--- config.mk ---
export PLATFORM = sky130hd
export DESIGN_NAME = frac_tick_counter
export DESIGN_NICKNAME = d
export VERILOG_FILES = /design/src/rtl/tick_pkg.sv /design/src/rtl/tick_ctrl_fsm.sv /design/src/rtl/tick_regs.sv /design/src/rtl/tick_accum.sv /design/src/rtl/frac_tick_counter.sv
export SDC_FILE = /design/constraint.sdc
export NUM_CORES = 1
export LEC_CHECK = 0
export BUFFER_PORTS_ARGS = -buffer_cell sky130_fd_sc_hd__buf_2
export CAP_MARGIN = 20
export CORE_ASPECT_RATIO = 0.8
export CORE_UTILIZATION = 53
export DETAILED_ROUTE_END_ITERATION = 8
export PLACE_DENSITY = 0.76
export SETUP_SLACK_MARGIN = 0.3
export SLEW_MARGIN = 20
export SYNTH_ARGS = -nofsm -noshare
export SYNTH_HDL_FRONTEND = slang
export SYNTH_SLANG_ARGS = --single-unit
export TNS_END_PERCENT = 10
--- constraint.sdc ---
create_clock -name clk -period 3.8 [get_ports clk]
set_clock_uncertainty 0.05 [all_clocks]
set_input_delay 0.19 -clock clk [delete_from_list [all_inputs] [get_ports clk]]
set_output_delay 0.19 -clock clk [all_outputs]
set_load 0.01 [all_outputs]
--- src/rtl/tick_pkg.sv ---
`timescale 1ns/1ps
package tick_pkg;

    typedef enum logic [1:0] {
        ST_IDLE     = 2'd0,
        ST_RUN      = 2'd1,
        ST_DBG_HALT = 2'd2,
        ST_FC_HOLD  = 2'd3
    } tick_state_e;

    localparam int unsigned REG_AW = 3;

    localparam logic [REG_AW-1:0] A_CTRL  = 3'd0;
    localparam logic [REG_AW-1:0] A_STAT  = 3'd1;
    localparam logic [REG_AW-1:0] A_RATE  = 3'd2;
    localparam logic [REG_AW-1:0] A_IDENT = 3'd3;
    localparam logic [REG_AW-1:0] A_COUNT = 3'd4;

    localparam int unsigned CTRL_EN_BIT   = 0;
    localparam int unsigned CTRL_HOD_BIT  = 1;
    localparam int unsigned CTRL_FCRQ_BIT = 8;
    localparam int unsigned STAT_DBG_BIT  = 1;
    localparam int unsigned STAT_ACK_BIT  = 8;

endpackage

--- src/rtl/tick_ctrl_fsm.sv ---
`timescale 1ns/1ps
module tick_ctrl_fsm
    import tick_pkg::*;
(
    input  logic clk,
    input  logic rst_n,
    input  logic en_i,
    input  logic hod_i,
    input  logic fcreq_i,
    input  logic dbg_halt_i,
    output logic run_o,
    output logic dbg_halted_o,
    output logic fc_ack_o,
    output logic rate_load_o
);

    tick_state_e state_q, state_d;

    // Transition selection: request hold > disable > debug halt > run
    always_comb begin
        if (fcreq_i) begin
            state_d = ST_FC_HOLD;
        end else if (!en_i) begin
            state_d = ST_IDLE;
        end else if (hod_i && dbg_halt_i) begin
            state_d = ST_DBG_HALT;
        end else begin
            state_d = ST_RUN;
        end
    end

    always_ff @(posedge clk or negedge rst_n) begin
        if (!rst_n) begin
            state_q <= ST_IDLE;
        end else begin
            state_q <= state_d;
        end
    end

    always_comb begin
        run_o        = 1'b0;
        dbg_halted_o = 1'b0;
        fc_ack_o     = 1'b0;
        rate_load_o  = 1'b0;
        unique case (state_q)
            ST_IDLE: begin
                rate_load_o = 1'b1;
            end
            ST_RUN: begin
                run_o = 1'b1;
            end
            ST_DBG_HALT: begin
                dbg_halted_o = 1'b1;
            end
            ST_FC_HOLD: begin
                fc_ack_o    = 1'b1;
                rate_load_o = !fcreq_i;
            end
        endcase
    end

    // acknowledge one clock after the request is seen
    a_r8_ack_follows_req: assert property (@(posedge clk) disable iff (!rst_n)
        fcreq_i |=> fc_ack_o);

    // acknowledge only ever follows a request
    a_r8_ack_needs_req: assert property (@(posedge clk) disable iff (!rst_n)
        fc_ack_o |-> $past(fcreq_i));

    a_r6_debug_freezes: assert property (@(posedge clk) disable iff (!rst_n)
        (en_i && hod_i && dbg_halt_i && !fcreq_i) |=> (dbg_halted_o && !run_o));

    a_r7_debug_ignored: assert property (@(posedge clk) disable iff (!rst_n)
        (en_i && !hod_i && !fcreq_i) |=> run_o);

    a_r2_disable_stops: assert property (@(posedge clk) disable iff (!rst_n)
        (!en_i && !fcreq_i) |=> !run_o);

endmodule

--- src/rtl/tick_regs.sv ---
`timescale 1ns/1ps
module tick_regs
    import tick_pkg::*;
#(
    parameter int unsigned CNT_W    = 64,
    parameter int unsigned FRAC_W   = 32,
    parameter logic [FRAC_W-1:0] RATE_RST  = '0,
    parameter logic [FRAC_W-1:0] IDENT_RST = '0
) (
    input  logic              clk,
    input  logic              rst_n,
    input  logic              we_i,
    input  logic [REG_AW-1:0] addr_i,
    input  logic [FRAC_W-1:0] wdata_i,
    input  logic              rate_load_i,
    input  logic              dbg_halted_i,
    input  logic              fc_ack_i,
    input  logic [CNT_W-1:0]  count_i,
    output logic              en_o,
    output logic              hod_o,
    output logic              fcreq_o,
    output logic              cnt_wr_o,
    output logic [FRAC_W-1:0] rate_act_o,
    output logic [CNT_W-1:0]  rdata_o
);

    logic              en_q, hod_q, fcreq_q;
    logic [FRAC_W-1:0] rate_stage_q, rate_act_q, ident_q;

    always_ff @(posedge clk or negedge rst_n) begin
        if (!rst_n) begin
            en_q         <= 1'b0;
            hod_q        <= 1'b0;
            fcreq_q      <= 1'b0;
            rate_stage_q <= RATE_RST;
            ident_q      <= IDENT_RST;
        end else if (we_i) begin
            if (addr_i == A_CTRL) begin
                en_q    <= wdata_i[CTRL_EN_BIT];
                hod_q   <= wdata_i[CTRL_HOD_BIT];
                fcreq_q <= wdata_i[CTRL_FCRQ_BIT];
            end
            if (addr_i == A_RATE) begin
                rate_stage_q <= wdata_i;
            end
            if (addr_i == A_IDENT) begin
                ident_q <= wdata_i;
            end
        end
    end

    // The increment in use only follows the staged value at safe points
    always_ff @(posedge clk or negedge rst_n) begin
        if (!rst_n) begin
            rate_act_q <= RATE_RST;
        end else if (rate_load_i) begin
            rate_act_q <= rate_stage_q;
        end
    end

    assign en_o       = en_q;
    assign hod_o      = hod_q;
    assign fcreq_o    = fcreq_q;
    assign rate_act_o = rate_act_q;
    assign cnt_wr_o   = we_i && (addr_i == A_COUNT);

    always_comb begin
        rdata_o = '0;
        case (addr_i)
            A_CTRL: begin
                rdata_o[CTRL_EN_BIT]   = en_q;
                rdata_o[CTRL_HOD_BIT]  = hod_q;
                rdata_o[CTRL_FCRQ_BIT] = fcreq_q;
            end
            A_STAT: begin
                rdata_o[STAT_DBG_BIT] = dbg_halted_i;
                rdata_o[STAT_ACK_BIT] = fc_ack_i;
            end
            A_RATE:  rdata_o = CNT_W'(rate_stage_q);
            A_IDENT: rdata_o = CNT_W'(ident_q);
            A_COUNT: rdata_o = count_i;
            default: rdata_o = '0;
        endcase
    end

    // the increment in use moves only on a load point
    a_r9_rate_stable: assert property (@(posedge clk) disable iff (!rst_n)
        !rate_load_i |=> $stable(rate_act_q));

    a_r9_rate_takes_staged: assert property (@(posedge clk) disable iff (!rst_n)
        rate_load_i |=> (rate_act_q == $past(rate_stage_q)));

endmodule

--- src/rtl/tick_accum.sv ---
`timescale 1ns/1ps
module tick_accum #(
    parameter int unsigned CNT_W  = 64,
    parameter int unsigned FRAC_W = 32
) (
    input  logic              clk,
    input  logic              rst_n,
    input  logic              run_i,
    input  logic [FRAC_W-1:0] rate_i,
    input  logic              wr_i,
    input  logic [CNT_W-1:0]  wdata_i,
    output logic [CNT_W-1:0]  count_o
);

    localparam int unsigned SUM_W = FRAC_W + 1;

    logic [FRAC_W-1:0] frac_q;
    logic [CNT_W-1:0]  count_q;
    logic [SUM_W-1:0]  sum;

    assign sum = {1'b0, frac_q} + {1'b0, rate_i};

    // A count write overrides any carry produced in the same clock
    always_ff @(posedge clk or negedge rst_n) begin
        if (!rst_n) begin
            frac_q  <= '0;
            count_q <= '0;
        end else if (wr_i) begin
            frac_q  <= '0;
            count_q <= wdata_i;
        end else if (run_i) begin
            frac_q  <= sum[FRAC_W-1:0];
            count_q <= count_q + CNT_W'(sum[FRAC_W]);
        end
    end

    assign count_o = count_q;

    a_r4_write_loads: assert property (@(posedge clk) disable iff (!rst_n)
        wr_i |=> (count_q == $past(wdata_i)) && (frac_q == '0));

    a_r3_step_at_most_one: assert property (@(posedge clk) disable iff (!rst_n)
        (run_i && !wr_i) |=> ((count_q - $past(count_q)) <= CNT_W'(1)));

    a_r3_zero_rate_holds: assert property (@(posedge clk) disable iff (!rst_n)
        (!wr_i && rate_i == '0) |=> $stable(count_q));

    a_r2_stopped_holds: assert property (@(posedge clk) disable iff (!rst_n)
        (!wr_i && !run_i) |=> ($stable(count_q) && $stable(frac_q)));

endmodule

--- src/rtl/frac_tick_counter.sv ---
`timescale 1ns/1ps
module frac_tick_counter
    import tick_pkg::*;
#(
    parameter int unsigned CNT_W  = 64,
    parameter int unsigned FRAC_W = 32,
    parameter logic [FRAC_W-1:0] RATE_RST  = '0,
    parameter logic [FRAC_W-1:0] IDENT_RST = '0
) (
    input  logic              clk,
    input  logic              rst_n,
    input  logic              dbg_halt_i,
    input  logic              reg_we,
    input  logic [REG_AW-1:0] reg_addr,
    input  logic [CNT_W-1:0]  reg_wdata,
    output logic [CNT_W-1:0]  reg_rdata
);

    logic              en, hod, fcreq, cnt_wr;
    logic              run, dbg_halted, fc_ack, rate_load;
    logic [FRAC_W-1:0] rate_act;
    logic [CNT_W-1:0]  count;

    tick_ctrl_fsm u_fsm (
        .clk          (clk),
        .rst_n        (rst_n),
        .en_i         (en),
        .hod_i        (hod),
        .fcreq_i      (fcreq),
        .dbg_halt_i   (dbg_halt_i),
        .run_o        (run),
        .dbg_halted_o (dbg_halted),
        .fc_ack_o     (fc_ack),
        .rate_load_o  (rate_load)
    );

    tick_regs #(
        .CNT_W     (CNT_W),
        .FRAC_W    (FRAC_W),
        .RATE_RST  (RATE_RST),
        .IDENT_RST (IDENT_RST)
    ) u_regs (
        .clk          (clk),
        .rst_n        (rst_n),
        .we_i         (reg_we),
        .addr_i       (reg_addr),
        .wdata_i      (reg_wdata[FRAC_W-1:0]),
        .rate_load_i  (rate_load),
        .dbg_halted_i (dbg_halted),
        .fc_ack_i     (fc_ack),
        .count_i      (count),
        .en_o         (en),
        .hod_o        (hod),
        .fcreq_o      (fcreq),
        .cnt_wr_o     (cnt_wr),
        .rate_act_o   (rate_act),
        .rdata_o      (reg_rdata)
    );

    tick_accum #(
        .CNT_W  (CNT_W),
        .FRAC_W (FRAC_W)
    ) u_accum (
        .clk     (clk),
        .rst_n   (rst_n),
        .run_i   (run),
        .rate_i  (rate_act),
        .wr_i    (cnt_wr),
        .wdata_i (reg_wdata),
        .count_o (count)
    );

endmodule

== Word level (Yosys, flattened, before mapping) ==
Index checks and enable logic that the tools add are counted.
Word-level totals
  latch bits: 0
  memory bits (writable): 0
  memories: 0
  register bits: 197
  ROM bits: 0
  output and inout port bits: 64
  input bits: 71
  logic and storage cells: 43
Cells by class
  bitwise gates (word level): 0
  shift-type cells: 0
  add/sub/neg operators: 2
  multipliers: 0
  divide/modulo/power cells: 0
  reductions and logical operators: 9
  equal/unequal tests: 7
  $lt $le $gt $ge: 0
  muxes and demuxes: 16
Operator list (count)
  $pmux 55 s3: 1
  $mux 64: 2
  $add 64x1->64: 1
  $mux 32: 2
  $add 32x32->33: 1
  $pmux 6 s3: 1
  $pmux 1 s5: 2
  $eq 3x2->1 const B: 2
  $mux 2: 3
  $reduce_and 2->1: 3
  $eq 2x2->1 const B: 2
  $pmux 1 s4: 1
  $eq 3x1->1 const B: 1
  $eq 3x3->1 const B: 1
  $logic_not 3->1: 1
  $mux 1: 3
  $eq 2x1->1 const B: 1
  $logic_and 1x1->1: 2
  $logic_not 2->1: 1
  $pmux 1 s2: 1
  $reduce_bool 2->1: 1
  $logic_not 1->1: 1

== Logic depth before layout (Yosys ltp) ==
Gate-level depths: netlist of run 1.
  word-level depth: 4
  gate-level depth with buffers: 17

== Hierarchy ==
From an unflattened synthesis of run 1, not the netlist that was laid out.
Unflattened totals
  cells, all modules: 1161
  area, all modules: 11308.3 um2
Modules (own cells, without submodules)
  tick_accum: instances 1, area an instance 6505.0 um2, seq. area each 2402.3 um2, cells each 782
  tick_regs: instances 1, area an instance 4655.7 um2, seq. area each 2477.4 um2, cells each 365
  tick_ctrl_fsm: instances 1, area an instance 147.6 um2, seq. area each 50.0 um2, cells each 14

== Worst setup path before layout of run 1 ==
Ideal clock, no wire load.
  kind: reg2reg
  from: register u_accum.frac_q[11]
  to: register u_accum.count_q[54] (netlist: u_accum.count_o[54])
  required time: 3.622 ns
  path slack: 0.205 ns
  data arrival time: 3.417 ns
  path buffers: 1
  library setup time: 0.128 ns
  cell stages (with the launch flop): 18
  path through: dfrtp_1 > ha_1 > buf_4 > and4_1 > o211ai_1 > o21ai_1 > a21oi_1 > a31oi_1 > a21oi_1 > a21oi_1 > ha_1 > nand3_1 > nor4_4 > nand3_4 > nor3_4 > nand4_1 > xor2_1 > o21ai_2
Between the ends
  cells in the longest elaborated chain, start to end: 4
RTL lines
  start: declaration: line tick_accum.sv:17  | logic [FRAC_W-1:0] frac_q;
  start signal: assignment: line tick_accum.sv:32  | frac_q <= sum[FRAC_W-1:0];
  $add 32x32->33: line tick_accum.sv:21  | assign sum = {1'b0, frac_q} + {1'b0, rate_i};
  $add 64x1->64: line tick_accum.sv:33  | count_q <= count_q + CNT_W'(sum[FRAC_W]);
  $mux 64: line tick_accum.sv:31  | end else if (run_i) begin
  $mux 64: line tick_accum.sv:28  | end else if (wr_i) begin
  end signal: assignment: line tick_accum.sv:30  | count_q <= wdata_i;
  end signal: assignment: line tick_accum.sv:33
  end: declaration: line tick_accum.sv:18  | logic [CNT_W-1:0] count_q;
No other way between the ends. The select of a mux whose other input is x is not followed.
A chain may end at the register's enable or synchronous reset.

== Worst setup path in the final report of run 1 ==
  from: register u_regs.rate_act_q[9] (netlist: u_regs.rate_act_o[9])
  to: register u_accum.count_q[54] (netlist: u_accum.count_o[54])
Between the ends
  cells in the longest elaborated chain, start to end: 4
RTL lines
  start: declaration: line tick_regs.sv:28  | logic [FRAC_W-1:0] rate_stage_q, rate_act_q, ident_q;
  start signal: assignment: line tick_regs.sv:57  | rate_act_q <= rate_stage_q;
  $add 32x32->33: line tick_accum.sv:21
  $add 64x1->64: line tick_accum.sv:33
  $mux 64: line tick_accum.sv:31
  $mux 64: line tick_accum.sv:28
No other way between the ends. The select of a mux whose other input is x is not followed.

==> flow_summary.toml, run 1 <==
[outcome]
status = "complete, no violations"

[floorplanning]
rows = 47
die_area_um2 = 21690
core_area_um2 = 20700
die_width_um = 164.4
num_io_pins = 135
start_util_pct = 54.03
die_y_um = 131.9

[synth]
ys_ff_latch = 197
synth_edf_count = 0
synth.most_common_cell = "dfrtp_1"
ys_types = 66
synth_compound_area_share_pct = 14.82
synthFlopType = "dfrtp_1"
ys_seq_area_share_pct = 44.08
yosysWarnings = 0
synth_top_cell_by_area = "dfrtp_1"
synth_cells = 1131
synth-simple-area-share_pct = 16.11
syn-num-nets = 1241
synthAdderAreaFrac_pct = 4.430
yosysTopAreaCellShare_pct = 44.08
synthTopCellsByCount = "dfrtp_1, nand2_1, o21ai_0"
synth_xor_area_share_pct = 6.500
syn_area_um2 = 11180
synthMuxAreaShare_pct = 11.52
syn_avg_cell_area_um2 = 9.889
synth_top_family_by_area = "simple AND/OR/NAND/NOR gates"
async_flop_share_pct = 100.0
synth.area.top_cells = "dfrtp_1, mux2_2, o21ai_0, nand2_1, ha_1"

[flow_run]
maxCapViolCount = 0

[sta]
worstMarginPinSlew_ns = 0.8636
hold_violations = 0
slew_viol_final = 0
post-route-period-util_pct = 98.71
period_needed_ns = 3.751
grt_setup_unrepaired = "yes"
finalSetupViolCount = 0
slew_headroom_pct = 42.43
fin_ws_ns = 0.04893
max_freq_mhz = 266.6

[global_route]
grt_usage_pct = 28.88
grt_max_degree = 94
antenna_found_initial = 0
grt_pass1_vias = 9515
grt_pass1_wl_um = 49180
grt-ovfl-total = 0

[critical_path]
critPathCaptureType = "flop"
cp_max_fo = 6
crit_type = "reg -> reg"
worst-endpoint-arrival_ns = 4.03
r2r-start = "u_regs.rate_act_o[9]$_DFFE_PN0P_"
cp-start-kind = "flop"
ff2ff_path_depth = 16
reg2reg_setup_slack_ns = 0.05
worstPathRequired_ns = 4.08
reg2reg_to = "u_accum.count_o[54]$_DFFE_PN0P_"

[drt]
ant_nets = 0
wire_per_inst_um = 19.31
first_pass_iters = 7
via_per_inst = 5.921
met1_length_um = 14290
drtIter0Drc = 799
top_layer_used = "met4"
vias = 9575
routed_wl_um = 31220
drc = 0
dr_wl_met2_um = 14570
wl_met3_um = 1509

[placement]
gp_congestion = 0.9301
place_area_um2 = 12280
io_buffers = 134
dp_slack_ns = -0.2774
hpwl_um = 20320
dp.cells = 1508

[cells_and_area]
final_cells = 1617
fin_util_pct = 66.90
drive_gt1_share_pct = 28.19
n_antenna_cell = 0
synthToLayoutAreaGrowth_pct = 23.82
design_area_um2 = 13850
final_net_count = 1446

[clock_tree]
cts_root_buf = "clkbuf_16"
numCtsBuffers = 17
cts_buffer_depth = 2
path_clk_slew_ns = 0.07
cts_tree = "built"
htreeDepth = 4
cts_sinks = 197
clock_latency_ns = 0.44

[hold_path]
hold_depth = 3
whs_endpoint = "u_fsm.state_q[0]$_DFF_PN0_"
min_path_type = "in -> reg"
hold_start = "dbg_halt_i"

[power_and_ir_drop]
vdd_drop_max_mv = 0.3362
p_leak_nw = 6.027
power_density_nw_per_um2 = 707.2
[layout make-up]
type,count,area (um^2)
Clock inverter,10,121.4
Timing Repair Buffer,246,1717
Inverter,13,48.80
Multi-Input combinational cell,861,6215
Clock buffer,21,480.5
Tap cell,269,336.6
Fill cell,1527,6852
Sequential cell,197,4930
[report_power, final]
group | internal (mW) | switching [mW]
combinational | 2.15 | 2.41
clock | 1.04 | 0.830
sequential | 2.77 | 0.586
[worst max path at each step]
stage                                          start                              end  depth (start not counted)
floorplan             u_accum.frac_q[11]$_DFFE_PN0P_  u_accum.count_o[54]$_DFFE_PN0P_                         17
global placement    u_regs.rate_act_o[0]$_DFFE_PN0P_  u_accum.count_o[45]$_DFFE_PN0P_                         17
detailed placement  u_regs.rate_act_o[0]$_DFFE_PN0P_  u_accum.count_o[45]$_DFFE_PN0P_                         17
CTS                   u_accum.frac_q[10]$_DFFE_PN0P_  u_accum.count_o[54]$_DFFE_PN0P_                         16
global route        u_regs.rate_act_o[9]$_DFFE_PN0P_  u_accum.count_o[54]$_DFFE_PN0P_                         16
finish              u_regs.rate_act_o[9]$_DFFE_PN0P_  u_accum.count_o[54]$_DFFE_PN0P_                         16
[placed cells by master, fill, tap and decap left out, drive strengths merged, types with 8 or more instances in the layout]
cell type	netlist	routed
a211oi	16	16
a21o	16	16
a21oi	45	45
a22oi	30	30
and2	39	39
and3	12	12
buf	9	181
clkbuf	51	22
dfrtp	197	197
dlygate4sd3	0	64
ha	38	38
inv	13	15
mux2	102	102
mux2i	14	14
nand2	145	145
nand3	39	39
nand4	21	21
nor2	46	46
nor2b	8	8
nor3	14	14
o21ai	127	127
xnor2	40	40
xor2	43	43
[stage by stage]
step	total power [mW]	hold WS, ns	TNS (ns)
6_report	9.793	0.01779	0
3_3_place_gp	7.410	0.2610	-0.3583
3_5_place_dp	7.523	0.2671	-2.324
4_1_cts	9.584	0.007521	0
5_1_grt	10.41	0.02712	-0.3384
2_1_floorplan	6.263	-0.1556	0
[metal layers]
metal,GRT usage (%),vias up
met5,0,-
met4,9.888,0
met3,4.152,76
met2,46.34,344
met1,40.06,4705
li1,-,4450
[state kept, by name, summed over array words and instances, names as in the netlist]
register             flops
u_regs.hod_o             1
u_regs.en_o              1
u_accum.frac_q          32
u_regs.rate_stage_q     32
u_fsm.state_q            2
u_regs.fcreq_o           1
u_regs.ident_q          32
u_regs.rate_act_o       32
u_accum.count_o         64
[worst max-delay path: stages, from the launching register on]
cell and delay (ns):
dfrtp_1 0.43, ha_4 0.29, and4_4 0.24, o211ai_1 0.14, o21ai_2 0.23, a21oi_2 0.09, a31oi_2 0.23, a21oi_2 0.08
a21oi_2 0.20, ha_2 0.25, nand3_4 0.10, nor4_4 0.26, nand3_4 0.25, nor3_4 0.37, nand4_1 0.15, xor2_1 0.21
o21ai_2 0.06
[repair_timing]
item,in CTS,in global routing
endpoints found under the setup margin,51,51
resized for setup,18,32
buffers inserted,6,8
pin swaps,13,29
hold buffers,64,0
hold endpoints to repair,214,0
[cell families (layout without fill, tap and decap cells)]
| family | after synthesis | after routing |
|---|---|---|
| flip-flops | 197 | 197 |
| AND/OR/NAND/NOR | 349 | 349 |
| adder cells (fa/ha/maj) | 39 | 39 |
| XOR/XNOR | 83 | 83 |
| AO/OA/AOI/OAI | 274 | 274 |
| multiplexers | 116 | 116 |
| buffers and inverters | 73 | 290 |
(Power assumes the default switching activity.)
==> run 2: changes to the inputs <==
--- a/config.mk
+++ b/config.mk
@@ -10,6 +10,7 @@
 export CORE_ASPECT_RATIO = 0.8
 export CORE_UTILIZATION = 53
 export DETAILED_ROUTE_END_ITERATION = 8
+export MAX_ROUTING_LAYER = met4
 export PLACE_DENSITY = 0.76
 export SETUP_SLACK_MARGIN = 0.3
 export SLEW_MARGIN = 20
==> run 2 against run 1 <==
Critical path depth stayed put; sequential cell count stayed put; clock-buffer cell count is 1 lower; global-route usage is 1.4 points higher; maximum frequency is 2.4% higher; combinational power hardly changed; highest routed layer unchanged.
==> flow_summary.toml, run 2 (synthesis results as in run 1) <==
[critical_path]
worstPathCellList = "ha_1, and4_4, o211ai_1, o21ai_2, a21oi_2, a31oi_2, a21oi_2, a21oi_2, ha_2, nand3_2, nor4_4, nand3_4, nor3_4, nand4_1, xor2_1, o21ai_2"
worst-endpoint-arrival_ns = 3.92
reg2reg_setup_slack_ns = 0.14
critPathMaxStageDelay_ns = 0.40
crit_path_top_delay_cell = "dfrtp_1"
critPathCaptureType = "flop"
cp-start-kind = "flop"
cp_max_fo = 6
worstPathRequired_ns = 4.06
path_common_cell = "a21oi_2"
crit_type = "reg -> reg"

[power_and_ir_drop]
power_density_nw_per_um2 = 702.9
swShare_pct = 39.37
p_total_mw = 9.736
pwr-share-clk_pct = 18.4
vdd_drop_max_mv = 0.4077
internal-power_mw = 5.903
p_leak_nw = 6.066
combinationalPowerShare_pct = 47.1
seqPwrFrac_pct = 34.5
p_sw_mw = 3.833

[clock_tree]
cts_sinks = 197
clock_latency_ns = 0.45
numCtsBuffers = 17
cts_tree = "built"
htreeDepth = 4
cts_buffer_depth = 2
cts_root_buf = "clkbuf_16"
path_clk_slew_ns = 0.08

[cells_and_area]
drive_gt1_share_pct = 28.16
fin_util_pct = 66.91
layout_commonest_cell = "dfrtp_1"
design_area_um2 = 13850
fillers = 1567
largest_reg_flops = 64
final_net_count = 1457
synthToLayoutAreaGrowth_pct = 23.84
final_cell_mix = "dfrtp_1, nand2_1, buf_2"

[placement]
hpwl_um = 20580
dp_slack_ns = -0.3766
io_buffers = 134
gp_congestion = 0.9529
place_area_um2 = 12280

[drt]
routed_wl_um = 31120
first_pass_iters = 5
drtIter0Drc = 758
vias = 9643
drc = 0
ant_nets = 0
wire_per_inst_um = 19.09
via_per_inst = 5.916

[global_route]
grt_pass1_wl_um = 49680
grt_usage_pct = 30.27
grt_pass1_vias = 9469
grt_max_degree = 100
antenna_found_initial = 1
grt-ovfl-total = 0

[floorplanning]
rows = 47
die_width_um = 164.4
core_area_um2 = 20700
die_area_um2 = 21690
start_util_pct = 54.03
num_io_pins = 135
die_y_um = 131.9

[hold_path]
min_path_type = "in -> reg"

[sta]
worstMarginPinSlew_ns = 0.8696
grt_setup_unrepaired = "yes"
slew_viol_final = 0
period_needed_ns = 3.664
fin_ws_ns = 0.1355
hold_violations = 0
setup_tns_ns = 0
finalSetupViolCount = 0
max_freq_mhz = 272.9
post-route-period-util_pct = 96.43
slew_headroom_pct = 42.03

[flow_run]
maxCapViolCount = 0

[outcome]
status = "complete, no violations"
run 2: timing repair:
| action | 4_1_cts | 5_1_grt |
|---|---|---|
| endpoints found under the setup margin | 52 | 52 |
| hold endpoints to repair | 221 | 0 |
| pin swaps | 12 | 32 |
| setup buffers | 10 | 10 |
| gates resized for setup | 15 | 33 |
| hold buffers | 66 | 0 |
run 2: final timing paths:
path | depth (start not counted) | startpoint | end
min | 3 | reg_we | u_regs.fcreq_o$_DFFE_PN0P_
max reg2reg | 16 | u_accum.frac_q[9]$_DFFE_PN0P_ | u_accum.count_o[54]$_DFFE_PN0P_
max in group asynchronous | 3 | rst_n | u_accum.frac_q[28]$_DFFE_PN0P_
min in group asynchronous | 2 | rst_n | u_regs.rate_act_o[4]$_DFFE_PN0P_
max | 16 | u_accum.frac_q[9]$_DFFE_PN0P_ | u_accum.count_o[54]$_DFFE_PN0P_
min reg2reg | 2 | u_accum.frac_q[31]$_DFFE_PN0P_ | u_accum.frac_q[31]$_DFFE_PN0P_
run 2: cell type report:
type	count	area [um^2]	share of cell area [%]
Antenna cell	1	2.502	0.01807
Clock buffer	20	456.7	3.297
Clock inverter	12	117.6	0.8491
Inverter	13	48.80	0.3523
Multi-Input combinational cell	861	6176	44.59
Sequential cell	197	4930	35.59
Tap cell	269	336.6	2.430
Timing Repair Buffer	257	1783	12.87
run 2: worst max-delay path, delay by kind of cell, from the launching register on:
family                     cells  cell delay (ns)
DFF                            1             0.40
xor gates and xnor gates       1             0.18
adders and majority gates      2             0.56
AOI/OAI and AO/OA              7             0.95
and+or+nand+nor                6             1.40
run 2: power by group through the flow:
stage	Combinational (mW)	Clock, mW	Sequential, mW
finish	4.59	1.79	3.36
global route	5.06	1.89	3.44
CTS	4.42	1.81	3.33
detailed placement	4.19	0	3.35
global placement	4.12	0	3.31
floorplan	3.10	0	3.16
run 2: layer usage:
| metal | vias to the layer above | track usage [%] | share of wire, % |
|---|---|---|---|
| met1 | 4754 | 41.62 | 46 |
| met4 | 0 | 8.563 | 1.9 |
| met3 | 47 | 4.152 | 5.4 |
| met2 | 357 | 46.84 | 47 |
| met5 | - | - | 0 |
| li1 | 4485 | - | - |
run 2: through the flow:
step,hold WS [ns],cells
floorplan,-0.1556,1131
finish,0.2861,1630
global route,0.2816,1630
global placement,0.2781,1511
CTS,0.2761,1619
detailed placement,0.2801,1511
